**src/rtl/dcmd_pkg.sv**
```systemverilog
`timescale 1ns/1ps
package dcmd_pkg;

  typedef enum logic [2:0] {
    RQ_IDLE  = 3'd0,
    RQ_ACT   = 3'd1,
    RQ_PRE   = 3'd2,
    RQ_PREA  = 3'd3,
    RQ_REFSB = 3'd4,
    RQ_REF   = 3'd5
  } row_req_e;

  typedef enum logic [1:0] {
    CQ_IDLE = 2'd0,
    CQ_RD   = 2'd1,
    CQ_WR   = 2'd2,
    CQ_MRS  = 2'd3
  } col_req_e;

  // row bus opcode in the top two rising bits
  localparam logic [1:0] ROP_ACT   = 2'b11;
  localparam logic [1:0] ROP_PRE   = 2'b10;
  localparam logic [1:0] ROP_REFSB = 2'b01;
  localparam logic [1:0] ROP_GROUP = 2'b00;
  localparam int         SUB_PREA  = 1;
  localparam int         SUB_REF   = 2;

  // column bus opcode in the top three rising bits
  localparam logic [2:0] COP_RD  = 3'b101;
  localparam logic [2:0] COP_WR  = 3'b110;
  localparam logic [2:0] COP_MRS = 3'b111;

  // even parity over up to 32 command bits
  function automatic logic even_fill(input logic [31:0] bits);
    return ^bits;
  endfunction

endpackage

```
**src/rtl/dcmd_row_enc.sv**
```systemverilog
`timescale 1ns/1ps
module dcmd_row_enc #(
  parameter int BANK_W = 4
) (
  input  logic                          clk,
  input  logic                          rst,
  input  logic                          req_valid,
  output logic                          req_ready,
  input  logic [2:0]                    req_code,
  input  logic [BANK_W-1:0]             req_bank,
  input  logic [3*(BANK_W+2)-3:0]       req_row,
  output logic [BANK_W+1:0]             bus_rise,
  output logic [BANK_W+1:0]             bus_fall,
  output logic                          take,
  output logic                          act_tail
);
  import dcmd_pkg::*;

  localparam int BUS_W  = BANK_W + 2;
  localparam int HI_W   = BUS_W - 1;
  localparam int MID_W  = BUS_W;
  localparam int LO_W   = BUS_W - 1;
  localparam int ADDR_W = HI_W + MID_W + LO_W;
  localparam int TAIL_W = MID_W + LO_W;

  logic              tail_q;
  logic [TAIL_W-1:0] tail_row_q;
  logic [BUS_W-1:0]  rise_q, fall_q;
  logic [BUS_W-1:0]  nxt_rise;
  logic [HI_W-1:0]   nxt_pay;
  logic              nxt_tail;
  logic              is_act;

  function automatic logic [BUS_W-1:0] seal(input logic [BUS_W-1:0] r,
                                            input logic [HI_W-1:0] p);
    return {even_fill(32'({r, p})), p};
  endfunction

  assign req_ready = !tail_q;
  assign take      = req_valid && !tail_q;
  assign is_act    = take && (req_code == RQ_ACT);
  assign act_tail  = tail_q;

  always_comb begin
    nxt_rise = '0;
    nxt_pay  = '0;
    nxt_tail = 1'b0;
    if (tail_q) begin
      nxt_rise = tail_row_q[TAIL_W-1:LO_W];
      nxt_pay  = tail_row_q[LO_W-1:0];
    end else if (take) begin
      case (req_code)
        RQ_ACT: begin
          nxt_rise = {ROP_ACT, req_bank};
          nxt_pay  = req_row[ADDR_W-1 -: HI_W];
          nxt_tail = 1'b1;
        end
        RQ_PRE:   nxt_rise = {ROP_PRE, req_bank};
        RQ_REFSB: nxt_rise = {ROP_REFSB, req_bank};
        RQ_PREA:  nxt_rise = {ROP_GROUP, BANK_W'(SUB_PREA)};
        RQ_REF:   nxt_rise = {ROP_GROUP, BANK_W'(SUB_REF)};
        default:  nxt_rise = '0;
      endcase
    end
  end

  always_ff @(posedge clk) begin
    if (rst) begin
      tail_q     <= 1'b0;
      tail_row_q <= '0;
      rise_q     <= '0;
      fall_q     <= '0;
    end else begin
      tail_q <= nxt_tail;
      if (is_act) tail_row_q <= req_row[TAIL_W-1:0];
      rise_q <= nxt_rise;
      fall_q <= seal(nxt_rise, nxt_pay);
    end
  end

  assign bus_rise = rise_q;
  assign bus_fall = fall_q;
endmodule

```
**src/rtl/dcmd_col_enc.sv**
```systemverilog
`timescale 1ns/1ps
module dcmd_col_enc #(
  parameter int BANK_W = 4,
  parameter int COL_W  = 5
) (
  input  logic                clk,
  input  logic                rst,
  input  logic                req_valid,
  output logic                req_ready,
  input  logic [1:0]          req_code,
  input  logic                req_ap,
  input  logic [BANK_W-1:0]   req_bank,
  input  logic [COL_W-1:0]    req_col,
  input  logic [BANK_W+2:0]   req_mr_data,
  output logic [BANK_W+3:0]   bus_rise,
  output logic [BANK_W+3:0]   bus_fall,
  output logic                take
);
  import dcmd_pkg::*;

  localparam int BUS_W = BANK_W + 4;
  localparam int PAY_W = BUS_W - 1;

  logic [BUS_W-1:0] rise_q, fall_q;
  logic [BUS_W-1:0] nxt_rise;
  logic [PAY_W-1:0] nxt_pay;

  function automatic logic [BUS_W-1:0] seal(input logic [BUS_W-1:0] r,
                                            input logic [PAY_W-1:0] p);
    return {even_fill(32'({r, p})), p};
  endfunction

  assign req_ready = !rst;
  assign take      = req_valid && req_ready;

  always_comb begin
    nxt_rise = '0;
    nxt_pay  = '0;
    if (take) begin
      case (req_code)
        CQ_RD: begin
          nxt_rise = {COP_RD, req_ap, req_bank};
          nxt_pay  = PAY_W'(req_col);
        end
        CQ_WR: begin
          nxt_rise = {COP_WR, req_ap, req_bank};
          nxt_pay  = PAY_W'(req_col);
        end
        CQ_MRS: begin
          nxt_rise = {COP_MRS, 1'b0, req_bank};
          nxt_pay  = req_mr_data;
        end
        default: ;
      endcase
    end
  end

  always_ff @(posedge clk) begin
    if (rst) begin
      rise_q <= '0;
      fall_q <= '0;
    end else begin
      rise_q <= nxt_rise;
      fall_q <= seal(nxt_rise, nxt_pay);
    end
  end

  assign bus_rise = rise_q;
  assign bus_fall = fall_q;
endmodule

```
**src/rtl/dcmd_encoder.sv**
```systemverilog
`timescale 1ns/1ps
module dcmd_encoder #(
  parameter int BANK_W = 4,
  parameter int COL_W  = 5
) (
  input  logic                      clk,
  input  logic                      rst,
  input  logic                      row_valid,
  output logic                      row_ready,
  input  logic [2:0]                row_cmd,
  input  logic [BANK_W-1:0]         row_bank,
  input  logic [3*(BANK_W+2)-3:0]   row_addr,
  output logic [BANK_W+1:0]         row_rise,
  output logic [BANK_W+1:0]         row_fall,
  input  logic                      col_valid,
  output logic                      col_ready,
  input  logic [1:0]                col_cmd,
  input  logic                      col_ap,
  input  logic [BANK_W-1:0]         col_bank,
  input  logic [COL_W-1:0]          col_addr,
  input  logic [BANK_W+2:0]         col_mr_data,
  output logic [BANK_W+3:0]         col_rise,
  output logic [BANK_W+3:0]         col_fall
);
  // named internal events for the checker
  logic row_take;
  logic row_act_tail;
  logic col_take;

  dcmd_row_enc #(.BANK_W(BANK_W)) u_row (
    .clk(clk), .rst(rst),
    .req_valid(row_valid), .req_ready(row_ready),
    .req_code(row_cmd), .req_bank(row_bank), .req_row(row_addr),
    .bus_rise(row_rise), .bus_fall(row_fall),
    .take(row_take), .act_tail(row_act_tail)
  );

  dcmd_col_enc #(.BANK_W(BANK_W), .COL_W(COL_W)) u_col (
    .clk(clk), .rst(rst),
    .req_valid(col_valid), .req_ready(col_ready),
    .req_code(col_cmd), .req_ap(col_ap), .req_bank(col_bank),
    .req_col(col_addr), .req_mr_data(col_mr_data),
    .bus_rise(col_rise), .bus_fall(col_fall),
    .take(col_take)
  );
endmodule

```
**config.mk**
```make
export PLATFORM = sky130hd
export DESIGN_NAME = dcmd_encoder
export DESIGN_NICKNAME = d
export VERILOG_FILES = /design/src/rtl/dcmd_pkg.sv /design/src/rtl/dcmd_row_enc.sv /design/src/rtl/dcmd_col_enc.sv /design/src/rtl/dcmd_encoder.sv
export SDC_FILE = /design/constraint.sdc
export NUM_CORES = 1
export LEC_CHECK = 0
export BUFFER_PORTS_ARGS = -buffer_cell sky130_fd_sc_hd__buf_2
export CAP_MARGIN = 20
export CORE_MARGIN = 2
export CORE_UTILIZATION = 25
export DETAILED_ROUTE_END_ITERATION = 8
export PLACE_DENSITY = 0.55
export SYNTH_ARGS = -nofsm -noshare
export SYNTH_HDL_FRONTEND = slang
export SYNTH_SLANG_ARGS = --single-unit
```
**constraint.sdc**
```tcl
create_clock -name clk -period 1.9 [get_ports clk]
set_input_delay 0.38 -clock clk [delete_from_list [all_inputs] [get_ports clk]]
set_output_delay 0.38 -clock clk [all_outputs]
set_load 0.01 [all_outputs]
```
==> results of run 1 <==
metal layers:
metal,global-route usage (%),wire length (um),up-vias
li1,-,-,944
met1,14.0,2070,823
met2,19.5,2230,79
met3,4.51,428,5
met4,3.08,48,0
met5,0,0,-
worst reg2reg max path, delay by kind of cell (launching register included):
kind | cells | cell delay [ns]
compound gates | 2 | 0.45
xor+xnor | 3 | 0.43
buf+inv | 1 | 0.18
flops | 1 | 0.35
simple gates | 2 | 0.29
layout make-up:
cell class	instances	area (um^2)	area share (%)
sequential	40	802	30.3
clock buffer	5	68.8	2.60
clock inverter	3	42.5	1.61
tap	99	124	4.68
inverter	7	26.3	0.993
multi-input combinational	161	1020	38.5
timing repair buffer	100	563	21.3
registers in the layout, indices dropped and copies added, names as in the netlist:
name              count
u_col.bus_fall        8
u_row.bus_fall        6
u_row.tail_row_q     11
u_col.bus_rise        8
u_row.bus_rise        6
u_row.act_tail        1
logic make-up (layout without fill, tap and decap cells):
logic type / count (synthesis) / in the layout
buf+inv: 19 / 115
compound gates: 56 / 56
mux: 1 / 1
simple gates: 79 / 79
xor+xnor: 21 / 21
flops: 40 / 40
fa+ha+maj: 4 / 4
path summary, 6_finish.rpt:
path | depth (start not counted) | slack (ns) | to | start
max | 8 | 0.1 | u_row.bus_fall[5] | u_row.act_tail
min | 2 | 0.32 | u_col.bus_rise[0] | col_bank[0]
max reg2reg | 8 | 0.1 | u_row.bus_fall[5] | u_row.act_tail
min reg2reg | 2 | 0.47 | u_row.tail_row_q[9] | u_row.tail_row_q[9]
layout by cell type (no fill, tap or decap), drive strengths merged, types with 3 or more instances in the layout:
cell type / n
buf: 100
dfxtp: 40
nand2: 30
nor2: 25
a21oi: 15
xnor2: 15
a22oi: 14
o21ai: 12
inv: 7
and3: 6
xor2: 6
clkbuf: 5
and2: 5
ha: 4
a31oi: 3
nand3: 3
through the flow:
stage          cells  utilization (%)  area [um^2]  TNS, ns
2_1_floorplan    220                -         1890        0
3_3_place_gp     407             34.8         2520   -0.113
3_5_place_dp     407             34.8         2520   -0.119
4_1_cts          415             36.3         2630        0
5_1_grt          415             36.5         2650        0
6_report         415             36.5         2650        0
power breakdown:
| group | leakage, uW | total (uW) | internal (uW) | switching [uW] |
|---|---|---|---|---|
| Combinational | 0.000826 | 349 | 175 | 174 |
| Clock | 0.0000541 | 696 | 389 | 308 |
| Sequential | 0.000326 | 878 | 868 | 9.75 |
==> impl_metrics.env, run 1 <==
export IMPL_cts_root_buffer_type="sky130_fd_sc_hd__clkbuf_8"
export IMPL_max_freq_mhz=555
export IMPL_htree_num_levels=2
export IMPL_crit_path_top_delay_cell="sky130_fd_sc_hd__dfxtp_2"
export IMPL_syn_instance_count=220
export IMPL_die_height_um=90.7
export IMPL_wire_length_of_the_first_global_routing_pass_mm=7.76
export IMPL_wirelength_mm=4.79
export IMPL_post_synth_cell_area_avg_um2=8.54
export IMPL_final_hold_violation_count=0
export IMPL_status="complete, no violations"
export IMPL_slew_violations=0
export IMPL_cts_sink_count=40
export IMPL_post_route_period_util_pct=94.7
export IMPL_class_of_the_most_critical_setup_path="reg -> reg"
export IMPL_antennaDiodeCount=0
export IMPL_buf_inv_on_cp=1
export IMPL_postSynthRegisterBits=40
export IMPL_number_of_enable_type_register_cells_in_the_synthesized_netlist=0
export IMPL_placeableCoreArea_mm2=0.00725
export IMPL_drc=0
export IMPL_ctsHoldBuffers=0
export IMPL_place_port_buffers=75
export IMPL_critPathMaxStageDelay_ns=0.35
export IMPL_yosysMostFrequentCell="sky130_fd_sc_hd__dfxtp_1"
export IMPL_vdd_ir_drop_max_uv=244
export IMPL_synthToLayoutAreaGrowth_pct=40.8
export IMPL_cpMostUsedCell="sky130_fd_sc_hd__xnor2_1"
export IMPL_vias_per_cell=4.46
export IMPL_synthDominantCellAreaShare_pct=42.6
export IMPL_synth_lib_cells_used_distinct=35
export IMPL_tritoncts="built"
export IMPL_synth_flop_cell="sky130_fd_sc_hd__dfxtp_1"
export IMPL_proportion_of_synthesized_area_in_mux_cells_pct=0.533
export IMPL_synthArstFlopShare_pct=0
export IMPL_post_layout_total_power_uw=1920
export IMPL_yosys_warnings=0
export IMPL_mappedNetlistArea_mm2=0.00188
export IMPL_worst_skew_pair_late_latency_ns=0.29
export IMPL_yosysTopAreaCell="sky130_fd_sc_hd__dfxtp_1"
export IMPL_synth_simple_gate_area_share_pct=20.5
export IMPL_cts_clock_pin_slew_for_the_worst_setup_and_hold_paths_ns=0.08
export IMPL_net_count_after_synthesis=270
export IMPL_total_number_of_vias=1851
export IMPL_max_cap_viol_count=0
export IMPL_period_needed_ns=1.80
export IMPL_clockBufferDepth=2
export IMPL_synth_compound_area_share_pct=19.9
export IMPL_critical_path_top_delay_family="compound AO/OA/AOI/OAI gates"
export IMPL_initial_core_util_pct=25.9
export IMPL_timing_slew_headroom_pct=71.4
export IMPL_timing_clock_skew_ns=0.00204
export IMPL_pwr_density_cell_mw_per_mm2=727
export IMPL_grt_setup_unrepaired="no"
export IMPL_p_leak_uw=0.00121
export IMPL_synth_top_family_by_area="simple AND/OR/NAND/NOR gates"
export IMPL_post_cts_resize_count=0
export IMPL_tritoncts_num_buffers=5
export IMPL_adder_cell_share_of_the_synthesized_area_pct=2.66
export IMPL_setup_worst_path_end_class="register"
export IMPL_drive_gt1_share_pct=37.0
export IMPL_synth_xor_xnor_area_share_pct=9.79
export IMPL_nFillCells=785
export IMPL_cp_max_fo=5
export IMPL_cp_required_ns=2.08
export IMPL_post_synth_main_area_contributors="sky130_fd_sc_hd__dfxtp_1, sky130_fd_sc_hd__xnor2_1, sky130_fd_sc_hd__nand2_1"
export IMPL_detailedPlacementHpwl_mm=3.75
export IMPL_routed_wire_length_per_instance_um=11.5
export IMPL_post_cts_setup_buffer_count=0
export IMPL_dr_pass1_iters=4
export IMPL_drtAntennaViolNets=0
export IMPL_worstPathArrival_ns=1.98
export IMPL_drt_iter0_drc=43
export IMPL_grt_start_max_net_pins=25
export IMPL_synth_yosys_seq_area_share_pct=42.6
export IMPL_hold_class="in -> reg"
export IMPL_gp_congestion=0.819
export IMPL_top_level_ports=76
export IMPL_global_route_overflow_total=0
export IMPL_pre_cts_ws_ns=-0.0839
export IMPL_dieWidth_um=90.7
export IMPL_grt_antenna_before_repair=0
export IMPL_setup_worst_path_start_class="register"
export IMPL_grtUsageTotal_pct=11.7
export IMPL_fp_row_count=31
export IMPL_final_critical_path_setup_slack_ns=0.0998
export IMPL_first_global_vias=1701
export IMPL_crit_path_cell_trace="nand4bb_4 -> buf_4 -> o31a_1 -> a31oi_1 -> xnor2_1 -> xnor2_1 -> xnor2_1 -> nor2_1"
export IMPL_nets=365
export IMPL_synth_top_cells_by_count="sky130_fd_sc_hd__dfxtp_1, sky130_fd_sc_hd__nand2_1, sky130_fd_sc_hd__nor2_1"
export IMPL_finalHoldWorstSlack_ns=0.325
export IMPL_number_of_setup_violations_in_the_final_report=0
export IMPL_worstMarginPinSlew_ns=0.429
export IMPL_die_area_mm2=0.00822
Power figures use the tool's default switching activity.
==> inputs of run 2 (changes only) <==
- CELL_PAD_IN_SITES_DETAIL_PLACEMENT: unset -> 0
- CELL_PAD_IN_SITES_GLOBAL_PLACEMENT: unset -> 1
- PLACE_DENSITY: 0.55 -> 0.69
==> run 2 against run 1 <==
Compared with the run above:
- cell count up 0.48%
- die area unchanged
- count of clock-buffer cells in the layout unchanged
- register-to-register slack about the same
- clock skew up 0.0034 ns
- combinational power about the same
- critical path type unchanged
- largest cell class unchanged
- largest power group unchanged
- highest routed layer unchanged
==> impl_metrics.env, run 2 (same netlist as run 1, synthesis figures left out) <==
export IMPL_hold_class="in -> reg"
export IMPL_tritoncts="built"
export IMPL_max_freq_mhz=558
export IMPL_clockBufferDepth=2
export IMPL_global_route_overflow_total=0
export IMPL_drtAntennaViolNets=0
export IMPL_number_of_setup_violations_in_the_final_report=0
export IMPL_cts_sink_count=40
export IMPL_place_port_buffers=75
export IMPL_initial_core_util_pct=25.9
export IMPL_routed_wire_length_per_instance_um=11.4
export IMPL_worst_skew_pair_late_latency_ns=0.28
export IMPL_total_number_of_vias=1832
export IMPL_wire_length_of_the_first_global_routing_pass_mm=7.77
export IMPL_cts_root_buffer_type="sky130_fd_sc_hd__clkbuf_8"
export IMPL_dieWidth_um=90.7
export IMPL_registers_top_by_ff_count="u_row.tail_row_q"
export IMPL_antennaDiodeCount=0
export IMPL_grt_setup_unrepaired="no"
export IMPL_worstMarginPinSlew_ns=0.457
export IMPL_grtUsageTotal_pct=11.7
export IMPL_dr_pass1_iters=4
export IMPL_die_height_um=90.7
export IMPL_final_core_util_pct=36.2
export IMPL_pwr_density_cell_mw_per_mm2=672
export IMPL_finalHoldWorstSlack_ns=0.327
export IMPL_drt_iter0_drc=56
export IMPL_synthToLayoutAreaGrowth_pct=39.8
export IMPL_vias_per_cell=4.39
export IMPL_critPathMaxStageDelay_ns=0.33
export IMPL_period_needed_ns=1.79
export IMPL_final_hold_violation_count=0
export IMPL_first_global_vias=1751
export IMPL_top_level_ports=76
export IMPL_crit_path_cell_trace="nand4bb_4 -> o31a_1 -> a311oi_2 -> xor2_1 -> xnor2_1 -> xnor2_1 -> nor2_1"
export IMPL_setup_worst_path_start_class="register"
export IMPL_ctsHoldBuffers=0
export IMPL_nets=368
export IMPL_class_of_the_most_critical_setup_path="reg -> reg"
export IMPL_post_layout_total_power_uw=1760
export IMPL_cts_clock_pin_slew_for_the_worst_setup_and_hold_paths_ns=0.08
export IMPL_grt_start_max_net_pins=25
export IMPL_vdd_ir_drop_max_uv=298
export IMPL_largest_reg_flops=11
export IMPL_placeableCoreArea_mm2=0.00725
export IMPL_die_area_mm2=0.00822
export IMPL_layout_commonest_cell="sky130_fd_sc_hd__buf_2"
export IMPL_grt_antenna_before_repair=0
export IMPL_post_route_period_util_pct=94.3
export IMPL_setup_worst_path_end_class="register"
export IMPL_htree_num_levels=2
export IMPL_p_leak_uw=0.00120
export IMPL_cp_max_fo=4
export IMPL_cpMostUsedCell="sky130_fd_sc_hd__xnor2_1"
export IMPL_timing_slew_headroom_pct=69.5
export IMPL_timing_clock_skew_ns=0.00541
export IMPL_slew_violations=0
export IMPL_cp_required_ns=2.07
export IMPL_drive_gt1_share_pct=36.8
export IMPL_fp_row_count=31
export IMPL_detailedPlacementHpwl_mm=3.87
export IMPL_gp_congestion=0.760
export IMPL_setup_reg_to_reg_worst_slack_ns=0.11
export IMPL_worstPathArrival_ns=1.96
export IMPL_pre_cts_ws_ns=-0.115
export IMPL_tritoncts_num_buffers=5
export IMPL_final_critical_path_setup_slack_ns=0.109
export IMPL_drc=0
export IMPL_crit_path_top_delay_cell="sky130_fd_sc_hd__dfxtp_1"
export IMPL_wirelength_mm=4.76
export IMPL_max_cap_viol_count=0
export IMPL_mostFrequentLayoutCells="sky130_fd_sc_hd__buf_2, sky130_fd_sc_hd__dfxtp_1, sky130_fd_sc_hd__nand2_1"
export IMPL_status="complete, no violations"
[run 2: cell types whose count changed in the layout (fill, tap and decap cells not counted), sizes merged]
cell / previous run / this run
buf: 100 / 103
bufinv: 1 / 0
[run 2: power by group]
part | internal (uW) | switching, uW
Sequential | 868 | 9.49
Combinational | 179 | 173
Clock | 249 | 287
Total | 1300 | 469
[run 2: metal layers]
metal,share of wire [%],GRT usage (%),vias to the layer above
met5,0,0,-
met4,0.46,3.08,0
met3,7.2,4.59,2
met2,51,21.1,52
met1,42,12.5,833
li1,-,-,945
[run 2: worst max-delay path: cells and delay by family (launching register included)]
| family | cells | cell delay, ns |
|---|---|---|
| compound gates | 2 | 0.60 |
| xor+xnor | 3 | 0.48 |
| flops | 1 | 0.33 |
| simple gates | 2 | 0.28 |
[run 2: path summary, 6_finish.rpt]
kind / from / end / cells past startpoint
worst max register to register: u_row.act_tail / u_row.bus_fall[5] / 7
worst min register to register: u_row.tail_row_q[10] / u_row.tail_row_q[10] / 2
worst min-delay path: row_addr[4] / u_row.tail_row_q[4] / 3
worst max-delay path: u_row.act_tail / u_row.bus_fall[5] / 7
[run 2: layout make-up]
class                      instances  area [um^2]
tap                               99          124
clock inverter                     2         12.5
sequential                        40          801
clock buffer                       5         68.8
timing repair buffer             103          586
fill                             803         4630
multi-input combinational        161         1010
inverter                           7         26.3
[run 2: what timing repair did]
| action | in CTS | in global routing |
|---|---|---|
| setup endpoints to repair | 0 | 1 |
| resized for setup | 0 | 1 |
| setup buffers | 0 | 0 |
[run 2: metrics by stage]
| stage | instances | TNS (ns) | instance area [um^2] |
|---|---|---|---|
| finish | 417 | 0 | 2630 |
| detailed placement | 410 | -0.180 | 2540 |
| floorplan | 220 | 0 | 1890 |
| global route | 417 | 0 | 2630 |
| global placement | 410 | -0.149 | 2540 |
| CTS | 417 | 0 | 2630 |
==> inputs of run 3 (changes only) <==
- GPL_ROUTABILITY_DRIVEN: unset -> 0
- PLACE_DENSITY: 0.69 -> unset
- PLACE_DENSITY_LB_ADDON: unset -> 0.25
==> run 3 against run 2 <==
Compared with the run above:
- utilization rose by 1.3 points
- non-clock buffer count rose by 1
- maximum frequency is 1.5% higher
- critical endpoint unchanged
- hold slack worse by 0.014 ns
- largest cell class unchanged
- cell count up 0.48%
- highest routed layer unchanged
==> impl_metrics.env, run 3 (same netlist as run 1, synthesis figures left out) <==
export IMPL_nFillCells=787
export IMPL_grt_antenna_before_repair=0
export IMPL_vdd_ir_drop_max_uv=259
export IMPL_vias_per_cell=4.38
export IMPL_drtAntennaViolNets=0
export IMPL_cpMostUsedCell="sky130_fd_sc_hd__xnor2_1"
export IMPL_setup_worst_path_start_class="register"
export IMPL_routed_wire_length_per_instance_um=11.7
export IMPL_fin_setup_tns_ns=0
export IMPL_worst_hold_startpoint="col_bank[1]"
export IMPL_hold_class="in -> reg"
export IMPL_p_leak_uw=0.00125
export IMPL_crit_path_top_delay_cell="sky130_fd_sc_hd__dfxtp_1"
export IMPL_dr_pass1_iters=4
export IMPL_registers_top_by_ff_count="u_row.tail_row_q"
export IMPL_layout_commonest_cell="sky130_fd_sc_hd__buf_2"
export IMPL_place_port_buffers=75
export IMPL_setup_worst_path_end_class="register"
export IMPL_worst_skew_pair_late_latency_ns=0.29
export IMPL_antennaDiodeCount=0
export IMPL_nets=369
export IMPL_crit_reg2reg_launch="u_row.act_tail"
export IMPL_post_route_period_util_pct=92.9
export IMPL_dieWidth_um=90.7
export IMPL_pwr_density_cell_mw_per_mm2=738
export IMPL_grt_setup_unrepaired="no"
export IMPL_grt_start_max_net_pins=26
export IMPL_timing_slew_headroom_pct=69.4
export IMPL_drc=0
export IMPL_worstHoldEndpoint="u_col.bus_rise[1]"
export IMPL_class_of_the_most_critical_setup_path="reg -> reg"
export IMPL_slew_violations=0
export IMPL_setup_reg_to_reg_worst_slack_ns=0.14
export IMPL_htree_num_levels=2
export IMPL_detailedPlacementHpwl_mm=3.83
export IMPL_max_freq_mhz=567
export IMPL_critPathMaxStageDelay_ns=0.32
export IMPL_largest_reg_flops=11
export IMPL_r2r_worst_path_cells=8
export IMPL_period_needed_ns=1.76
export IMPL_first_global_vias=1789
export IMPL_wirelength_mm=4.89
export IMPL_mostFrequentLayoutCells="sky130_fd_sc_hd__buf_2, sky130_fd_sc_hd__dfxtp_1, sky130_fd_sc_hd__nand2_1"
export IMPL_worstMarginPinSlew_ns=0.459
export IMPL_final_hold_violation_count=0
export IMPL_synthToLayoutAreaGrowth_pct=44.9
export IMPL_timing_clock_skew_ns=0.00764
export IMPL_status="complete, no violations"
export IMPL_grtUsageTotal_pct=12.6
export IMPL_tritoncts_num_buffers=5
export IMPL_r2r_end="u_row.bus_fall[5]"
export IMPL_drt_iter0_drc=74
export IMPL_worstPathArrival_ns=1.94
export IMPL_cts_clock_pin_slew_for_the_worst_setup_and_hold_paths_ns=0.08
export IMPL_drive_gt1_share_pct=38.1
export IMPL_top_level_ports=76
export IMPL_wire_length_of_the_first_global_routing_pass_mm=8.36
export IMPL_die_height_um=90.7
export IMPL_total_number_of_vias=1837
export IMPL_post_layout_total_power_uw=2010
export IMPL_die_area_mm2=0.00822
export IMPL_fp_row_count=31
export IMPL_global_route_overflow_total=0
export IMPL_number_of_setup_violations_in_the_final_report=0
export IMPL_initial_core_util_pct=25.9
export IMPL_cp_required_ns=2.07
export IMPL_clockBufferDepth=2
export IMPL_tritoncts="built"
export IMPL_buf_inv_on_cp=1
export IMPL_max_cap_viol_count=0
export IMPL_crit_path_cell_trace="buf_4 -> nor3b_1 -> a22oi_1 -> xnor2_1 -> xnor2_1 -> xnor2_1 -> xnor2_1 -> nor2_1"
export IMPL_cts_root_buffer_type="sky130_fd_sc_hd__clkbuf_8"
export IMPL_critical_path_top_delay_family="XOR/XNOR gates"
export IMPL_post_cts_setup_buffer_count=0
export IMPL_timing_hold_worst_path_depth=2
export IMPL_cts_sink_count=40
export IMPL_cp_max_fo=4
export IMPL_placeableCoreArea_mm2=0.00725
-- run 3: area by class of cell --
cell class,count,area [um^2],area share [%]
Multi-Input combinational cell,161,1030,37.7
Sequential cell,40,801,29.4
Clock buffer,7,96.3,3.54
Clock inverter,1,30.0,1.10
Tap cell,99,124,4.55
Timing Repair Buffer,104,618,22.7
Inverter,7,26.3,0.966
-- run 3: worst max path at each step --
stage,cells past startpoint,slack (ns),startpoint,endpoint
floorplan,10,0.02,col_cmd[0],u_col.bus_fall[7]
global placement,8,-0.08,row_cmd[2],u_row.bus_fall[5]
detailed placement,10,-0.12,col_cmd[0],u_col.bus_fall[7]
CTS,8,0.07,u_row.act_tail,u_row.bus_fall[5]
global route,9,0.0009,u_row.act_tail,u_row.bus_fall[5]
finish,8,0.14,u_row.act_tail,u_row.bus_fall[5]
-- run 3: per-layer routing --
| layer | wire length, um | track usage [%] | share of wire, % |
|---|---|---|---|
| met1 | 2220 | 15.1 | 45 |
| met4 | 48 | 3.85 | 0.98 |
| met3 | 310 | 3.76 | 6.3 |
| met5 | 0 | 0 | 0 |
| met2 | 2310 | 21.5 | 47 |
-- run 3: power breakdown --
part / switching, uW / internal, uW / leakage [uW]
clock network: 305 / 464 / 0.0000645
logic: 178 / 185 / 0.000856
registers: 9.41 / 868 / 0.000325
total: 493 / 1520 / 0.00125
-- run 3: through the flow --
stage                     utilization [%]  setup WS [ns]  cells  hold slack, ns  instance area, um^2
after floorplan                         -         0.0175    220           0.436                 1890
after global placement               35.5        -0.0813    411           0.450                 2580
after detailed placement             35.5         -0.122    411           0.454                 2580
after CTS                            37.3         0.0679    419           0.298                 2700
after global routing                 37.5       0.000927    419           0.305                 2720
final                                37.5          0.135    419           0.313                 2720
-- run 3: timing repair --
item | 4_1_cts | 5_1_grt
hold buffers | 0 | 0
gates resized for setup | 0 | 5
setup endpoints to repair | 0 | 1
endpoints found under the hold margin | 0 | 0
